<file path="src/rtl/exc_pkg.sv">
package exc_pkg;

    localparam int SR_W   = 32;
    localparam int I_BIT  = 7;
    localparam int F_BIT  = 6;
    localparam int MODE_W = 5;
    localparam int NKIND  = 7;
    localparam int NBANK  = 5;
    localparam int BIDX_W = $clog2(NBANK);
    localparam int VOFF_W = 5;

    typedef enum logic [MODE_W-1:0] {
        M_USR = 5'b10000,
        M_FIQ = 5'b10001,
        M_IRQ = 5'b10010,
        M_SVC = 5'b10011,
        M_ABT = 5'b10111,
        M_UND = 5'b11011
    } mode_e;

    // Bit index of each kind in the request and strobe vectors
    typedef enum logic [2:0] {
        K_RST  = 3'd0,
        K_UND  = 3'd1,
        K_SWI  = 3'd2,
        K_IABT = 3'd3,
        K_DABT = 3'd4,
        K_IRQ  = 3'd5,
        K_FIQ  = 3'd6
    } kind_e;

    // Kind that sits at a given rank, rank 0 being the strongest
    function automatic kind_e kind_at_rank(input int r);
        case (r)
            0:       return K_RST;
            1:       return K_DABT;
            2:       return K_FIQ;
            3:       return K_IRQ;
            4:       return K_IABT;
            5:       return K_UND;
            default: return K_SWI;
        endcase
    endfunction

    function automatic logic [MODE_W-1:0] target_mode(input kind_e k);
        case (k)
            K_UND:          return M_UND;
            K_IABT, K_DABT: return M_ABT;
            K_IRQ:          return M_IRQ;
            K_FIQ:          return M_FIQ;
            default:        return M_SVC;
        endcase
    endfunction

    function automatic logic [VOFF_W-1:0] vector_of(input kind_e k);
        case (k)
            K_UND:   return 5'h04;
            K_SWI:   return 5'h08;
            K_IABT:  return 5'h0C;
            K_DABT:  return 5'h10;
            K_IRQ:   return 5'h18;
            K_FIQ:   return 5'h1C;
            default: return 5'h00;
        endcase
    endfunction

    // Bank slot of a mode; the top bit flags a mode that owns a bank
    function automatic logic [BIDX_W:0] bank_of(input logic [MODE_W-1:0] m);
        case (m)
            M_FIQ:   return {1'b1, BIDX_W'(0)};
            M_IRQ:   return {1'b1, BIDX_W'(1)};
            M_SVC:   return {1'b1, BIDX_W'(2)};
            M_ABT:   return {1'b1, BIDX_W'(3)};
            M_UND:   return {1'b1, BIDX_W'(4)};
            default: return {1'b0, BIDX_W'(0)};
        endcase
    endfunction

endpackage

</file>
<file path="src/rtl/exc_arbiter.sv">
module exc_arbiter
    import exc_pkg::*;
(
    input  logic [NKIND-1:0] req,
    input  logic             mask_irq,
    input  logic             mask_fiq,
    output logic             hit,
    output kind_e            kind
);

    logic [NKIND-1:0] live;

    always_comb begin
        live        = req;
        live[K_IRQ] = req[K_IRQ] & ~mask_irq;
        live[K_FIQ] = req[K_FIQ] & ~mask_fiq;
        hit         = |live;
        kind        = K_RST;
        // Walk from weakest to strongest so the strongest live one remains
        for (int r = NKIND - 1; r >= 0; r--) begin
            if (live[kind_at_rank(r)]) kind = kind_at_rank(r);
        end
    end

endmodule

</file>
<file path="src/rtl/exc_bank.sv">
module exc_bank
    import exc_pkg::*;
#(
    parameter int AW  = 32,
    parameter int NB  = NBANK,
    parameter int IW  = BIDX_W,
    parameter int SRW = SR_W
) (
    input  logic           clk,
    input  logic           rst_n,
    input  logic           we,
    input  logic [IW-1:0]  widx,
    input  logic [AW-1:0]  wlr,
    input  logic [SRW-1:0] wspsr,
    input  logic [IW-1:0]  ridx,
    output logic [AW-1:0]  rlr,
    output logic [SRW-1:0] rspsr
);

    typedef struct packed {
        logic [NB-1:0][AW-1:0]  lr;
        logic [NB-1:0][SRW-1:0] spsr;
    } bank_t;

    bank_t bank_d, bank_q;

    always_comb begin
        bank_d = bank_q;
        for (int b = 0; b < NB; b++) begin
            if (we && (int'(widx) == b)) begin
                bank_d.lr[b]   = wlr;
                bank_d.spsr[b] = wspsr;
            end
        end
        rlr   = '0;
        rspsr = '0;
        for (int b = 0; b < NB; b++) begin
            if (int'(ridx) == b) begin
                rlr   = bank_q.lr[b];
                rspsr = bank_q.spsr[b];
            end
        end
    end

    always_ff @(posedge clk or negedge rst_n) begin
        if (!rst_n) bank_q <= '0;
        else        bank_q <= bank_d;
    end

endmodule

</file>
<file path="src/rtl/exc_entry_ctrl.sv">
module exc_entry_ctrl
    import exc_pkg::*;
#(
    parameter int AW         = 32,
    parameter int INSN_BYTES = 4
) (
    input  logic             clk,
    input  logic             rst_n,
    input  logic             req_reset,
    input  logic             req_undef,
    input  logic             req_swi,
    input  logic             req_iabt,
    input  logic             req_dabt,
    input  logic             req_irq,
    input  logic             req_fiq,
    input  logic [AW-1:0]    pc_now,
    input  logic             ret_req,
    input  logic             sr_we,
    input  logic [SR_W-1:0]  sr_wdata,
    output logic             pc_load,
    output logic [AW-1:0]    pc_out,
    output logic [SR_W-1:0]  sr_out,
    output logic [NKIND-1:0] taken
);

    localparam logic [SR_W-1:0] SR_RESET = SR_W'({1'b1, 1'b1, 1'b0, M_SVC});

    typedef struct packed {
        logic [SR_W-1:0]  sr;
        logic [AW-1:0]    pc;
        logic             load;
        logic [NKIND-1:0] taken;
    } ctl_t;

    ctl_t ctl_d, ctl_q;

    logic [NKIND-1:0]  req_vec;
    logic              arb_hit;
    kind_e             arb_kind;
    logic              bk_we;
    logic [BIDX_W-1:0] bk_widx;
    logic [BIDX_W:0]   cur_bank;
    logic [BIDX_W:0]   tgt_bank;
    logic [MODE_W-1:0] tgt_mode;
    logic [AW-1:0]     bk_rlr;
    logic [SR_W-1:0]   bk_rspsr;

    always_comb begin
        req_vec         = '0;
        req_vec[K_RST]  = req_reset;
        req_vec[K_UND]  = req_undef;
        req_vec[K_SWI]  = req_swi;
        req_vec[K_IABT] = req_iabt;
        req_vec[K_DABT] = req_dabt;
        req_vec[K_IRQ]  = req_irq;
        req_vec[K_FIQ]  = req_fiq;
    end

    exc_arbiter u_arb (
        .req      (req_vec),
        .mask_irq (ctl_q.sr[I_BIT]),
        .mask_fiq (ctl_q.sr[F_BIT]),
        .hit      (arb_hit),
        .kind     (arb_kind)
    );

    assign cur_bank = bank_of(ctl_q.sr[MODE_W-1:0]);
    assign tgt_mode = target_mode(arb_kind);
    assign tgt_bank = bank_of(tgt_mode);
    assign bk_we    = arb_hit;
    assign bk_widx  = tgt_bank[BIDX_W-1:0];

    exc_bank #(.AW(AW)) u_bank (
        .clk   (clk),
        .rst_n (rst_n),
        .we    (bk_we),
        .widx  (bk_widx),
        .wlr   (pc_now + AW'(INSN_BYTES)),
        .wspsr (ctl_q.sr),
        .ridx  (cur_bank[BIDX_W-1:0]),
        .rlr   (bk_rlr),
        .rspsr (bk_rspsr)
    );

    always_comb begin
        ctl_d       = ctl_q;
        ctl_d.load  = 1'b0;
        ctl_d.taken = '0;
        if (arb_hit) begin
            ctl_d.sr[MODE_W-1:0] = tgt_mode;
            ctl_d.sr[I_BIT]      = 1'b1;
            if (arb_kind == K_RST || arb_kind == K_FIQ) ctl_d.sr[F_BIT] = 1'b1;
            ctl_d.pc              = AW'(vector_of(arb_kind));
            ctl_d.load            = 1'b1;
            ctl_d.taken[arb_kind] = 1'b1;
        end else if (ret_req && cur_bank[BIDX_W]) begin
            ctl_d.sr   = bk_rspsr;
            ctl_d.pc   = bk_rlr;
            ctl_d.load = 1'b1;
        end else if (sr_we) begin
            ctl_d.sr = sr_wdata;
        end
    end

    always_ff @(posedge clk or negedge rst_n) begin
        if (!rst_n) begin
            ctl_q       <= '0;
            ctl_q.sr    <= SR_RESET;
        end else begin
            ctl_q       <= ctl_d;
        end
    end

    assign pc_load = ctl_q.load;
    assign pc_out  = ctl_q.pc;
    assign sr_out  = ctl_q.sr;
    assign taken   = ctl_q.taken;

    logic any_req;
    assign any_req = req_reset | req_undef | req_swi | req_iabt | req_dabt | req_irq | req_fiq;

    a_r2_taken_onehot: assert property (@(posedge clk) disable iff (!rst_n)
        $onehot0(taken));

    a_r3_taken_loads_pc: assert property (@(posedge clk) disable iff (!rst_n)
        (|taken) |-> pc_load);

    a_r7_entry_sets_i: assert property (@(posedge clk) disable iff (!rst_n)
        (|taken) |-> sr_out[I_BIT]);

    a_r8_irq_masked: assert property (@(posedge clk) disable iff (!rst_n)
        (req_irq && sr_out[I_BIT]) |=> !taken[K_IRQ]);

    a_r8_fiq_masked: assert property (@(posedge clk) disable iff (!rst_n)
        (req_fiq && sr_out[F_BIT]) |=> !taken[K_FIQ]);

    a_r10_user_return_ignored: assert property (@(posedge clk) disable iff (!rst_n)
        (ret_req && !any_req && sr_out[MODE_W-1:0] == M_USR) |=> !pc_load);

    a_r12_status_quiet: assert property (@(posedge clk) disable iff (!rst_n)
        (!any_req && !ret_req && !sr_we) |=> $stable(sr_out));

endmodule

</file>
<file path="config.mk">
export PLATFORM = sky130hd
export DESIGN_NAME = exc_entry_ctrl
export DESIGN_NICKNAME = d
export VERILOG_FILES = /design/src/rtl/exc_pkg.sv /design/src/rtl/exc_arbiter.sv /design/src/rtl/exc_bank.sv /design/src/rtl/exc_entry_ctrl.sv
export SDC_FILE = /design/constraint.sdc
export NUM_CORES = 1
export LEC_CHECK = 0
export ABC_CLOCK_PERIOD_IN_PS = 5300
export BUFFER_PORTS_ARGS = -buffer_cell sky130_fd_sc_hd__buf_2
export CORE_MARGIN = 1.5
export CORE_UTILIZATION = 40
export CTS_BUF_LIST = sky130_fd_sc_hd__clkbuf_16
export DETAILED_ROUTE_END_ITERATION = 8
export PLACE_DENSITY = 0.53
export SLEW_MARGIN = 20
export SYNTH_ARGS = -nofsm -noshare
export SYNTH_HDL_FRONTEND = slang
export SYNTH_HIERARCHICAL = 1
export SYNTH_SLANG_ARGS = --single-unit
</file>
<file path="constraint.sdc">
create_clock -name clk -period 5.3 [get_ports clk]
set_input_delay 1.06 -clock clk [delete_from_list [all_inputs] [get_ports clk]]
set_output_delay 1.06 -clock clk [all_outputs]
set_load 0.01 [all_outputs]
</file>
==> results.toml <==
[die]
rows = 78
die_h_um = 218
dieArea_mm2 = 0.0473
start_util_pct = 40.6
dieWidth_um = 218
core-area_mm2 = 0.0454
io_pins = 147

[setup_path]
arrival_ns = 4.06
worst_path_most_repeated_cell = "nor2_1"
startpoint = "req_undef"
reg2regPathDepth = 9
path_class = "in -> reg"
worstPathRequired_ns = 5.73
crit_path_end_kind = "flop"
path_depth = 9
path_buf_inv = 2
critical-path-slowest-cell = "and4bb_4"
critPathTopFamily = "simple AND/OR/NAND/NOR gates"
startpoint_type = "input pin"
cp_cell_sequence = "buf_2, nor2_1, a2111oi_2, nand2_1, nor2_1, o21bai_1, and4bb_4, buf_12, mux2_2"
slowest_delay_ns = 0.74
r2r_start = "sr_out[7]$_DFFE_PN1P_"
rrSetupSlack_ns = 1.70
critPathMaxFanout = 35

[timing]
fmax_mhz = 275
finClkSkew_ns = 0.0140
post-route-period-util_pct = 68.6
whs_ns = 0.492
finalSetupViolations = 0
relSlewSlack_pct = 35.5
rsz0062_at_grt = "false"
slew_viol_final = 0
period_needed_ns = 3.63
tightest_slew_ns = 0.967
setup_ws_ns = 1.67
timing.final.hold_violations = 0
setup_tns_ns = 0

[routing]
ant_nets = 0
drt_iter0_drc = 746
first_pass_iters = 7
vias = 12159
vias_per_cell = 5.45
drcViolationCount = 0
wl_um = 47500
wire_per_inst_um = 21.3

[run]
drv_cap = 0

[logic_synthesis]
synth_area_leaders = "dfrtp_1, mux2_2, nand2_1, a32oi_1, buf_6"
syn_nets = 1560
yosysTopAreaCellShare_pct = 52.6
synth_largest_area_cell = "dfrtp_1"
synth_cell_type_count = 53
ys_warn_count = 6
seq_area_frac_synth_pct = 53.3
synth-seq-cells = 392
synthCells = 1484
syn-cell-area_mm2 = 0.0184
syn_avg_cell_area_um2 = 12.4

[grt]
grt.total_usage_pct = 20.6
overflow = 0
grt_pass1_wl_um = 75400
antenna_found_initial = 1
grt_pass1_vias = 12594
grt_max_degree = 101

[clock_tree]
path_clk_slew_ns = 0.06
cts_hold_buf = 0
cts_setup_buffers = 0
clkLatencyLatePin_ns = 0.56
htree_levels = 2
cts_buffers = 44
cts.sinks = 392
root_buffer = "clkbuf_16"
ctsResizeCount = 0
cts_tree = "built"
clock_path_buffers = 3

[placed_design]
gp_congestion = 0.753
dp_slack_ns = 1.09
port_buffers = 146
dpl.cell_count = 2156
post-dp-hpwl_um = 28200

[final_layout]
drive_gt1_share_pct = 38.8
instances_no_fill = 2233
mostFrequentLayoutCell = "dfrtp_1"
layout_common_cells = "dfrtp_1, mux2_2, nand2_1"
fin_nets = 1678
area_growth_pct = 12.8

[status]
status = "finished clean"

[power]
netSwitchingFraction_pct = 28.3
combinationalPowerShare_pct = 20.7
ir_drop_uv = 231
cellLeakagePower_nw = 9.32
p_seq_share_pct = 47.8
power.share.clock_pct = 31.6
switching_power_w = 0.00243
internal_power_w = 0.00616
powerDensity_mw_per_mm2 = 413

[min_path]
min_from = "u_bank/bank_q[138]$_DFFE_PN0P_"
min_path_type = "reg -> reg"
min_path_cells = 1
flip-flops by register name (all words and copies together) (netlist names):
name           count
pc_load            1
pc_out            32
sr_out            32
taken              7
u_bank/bank_q    320
cell families after synthesis:
| kind of cell | after synthesis | share of synthesized area (%) |
|---|---|---|
| buffers and inverters | 113 | 4.27 |
| adder cells (fa/ha/maj) | 1 | 0.0679 |
| flip-flops | 392 | 53.3 |
| multiplexers | 416 | 25.2 |
| AO/OA/AOI/OAI | 209 | 7.83 |
| AND/OR/NAND/NOR | 322 | 7.83 |
| XOR/XNOR | 31 | 1.47 |
per-layer routing:
metal | up-vias | track usage [%] | wire length (µm)
met4 | 0 | 4.72 | 759
met3 | 61 | 3.60 | 2350
met1 | 6240 | 29.2 | 22500
li1 | 5592 | - | -
met2 | 266 | 32.7 | 21900
met5 | - | 0 | 0
Yosys cell counts, drive strengths merged:
cell type  count
o31ai          1
o21a           2
a211oi         3
nor3          12
o2bb2ai        1
a31oi         65
nand2b         4
or3            1
nor2b          7
dfrtp        387
o21bai         3
a21oi         35
mux2         384
clkbuf        23
nor4b          1
a32oi         65
mux2i         32
o31a           1
or3b           1
and3b          1
a31o           1
nand2        162
and4           4
dfstp          5
nor2          91
xor2          11
nor3b          6
a2111oi        3
inv            7
nand4b         1
and4bb         2
xnor2         20
nand4          6
and3           3
ha             1
nand3         17
or2            1
buf           83
and2           2
a22o           1
o21ai         28
power by group through the flow:
stage	clock (W)	sequential (W)	combinational, W
global placement	0	0.00412	0.00175
CTS	0.00279	0.00410	0.00180
global route	0.00292	0.00420	0.00194
detailed placement	0	0.00415	0.00179
finish	0.00271	0.00410	0.00178
floorplan	0	0.00404	0.00133
final timing paths:
path                                                  end
min in group asynchronous          sr_out[18]$_DFFE_PN0P_
hold / removal             u_bank/bank_q[138]$_DFFE_PN0P_
setup reg to reg           u_bank/bank_q[209]$_DFFE_PN0P_
max in group asynchronous          pc_out[13]$_DFFE_PN0P_
hold reg to reg            u_bank/bank_q[138]$_DFFE_PN0P_
setup / recovery           u_bank/bank_q[209]$_DFFE_PN0P_
cell type report:
type | instances | area, µm²
multi-input combinational | 979 | 7870
sequential | 392 | 9820
clock buffer | 45 | 1130
antenna | 1 | 2.50
clock inverter | 31 | 124
inverter | 7 | 26.3
fill | 4194 | 24600
timing repair buffer | 178 | 1060
tap | 600 | 751
through the flow:
stage          util (%)  total power [W]  instance area, µm²
6_report           45.8          0.00858               20800
5_1_grt            45.8          0.00907               20800
4_1_cts            45.8          0.00870               20800
3_5_place_dp       43.0          0.00594               19500
3_3_place_gp       43.0          0.00587               19500
2_1_floorplan         -          0.00536               18400
Power figures use the tool's default switching activity.
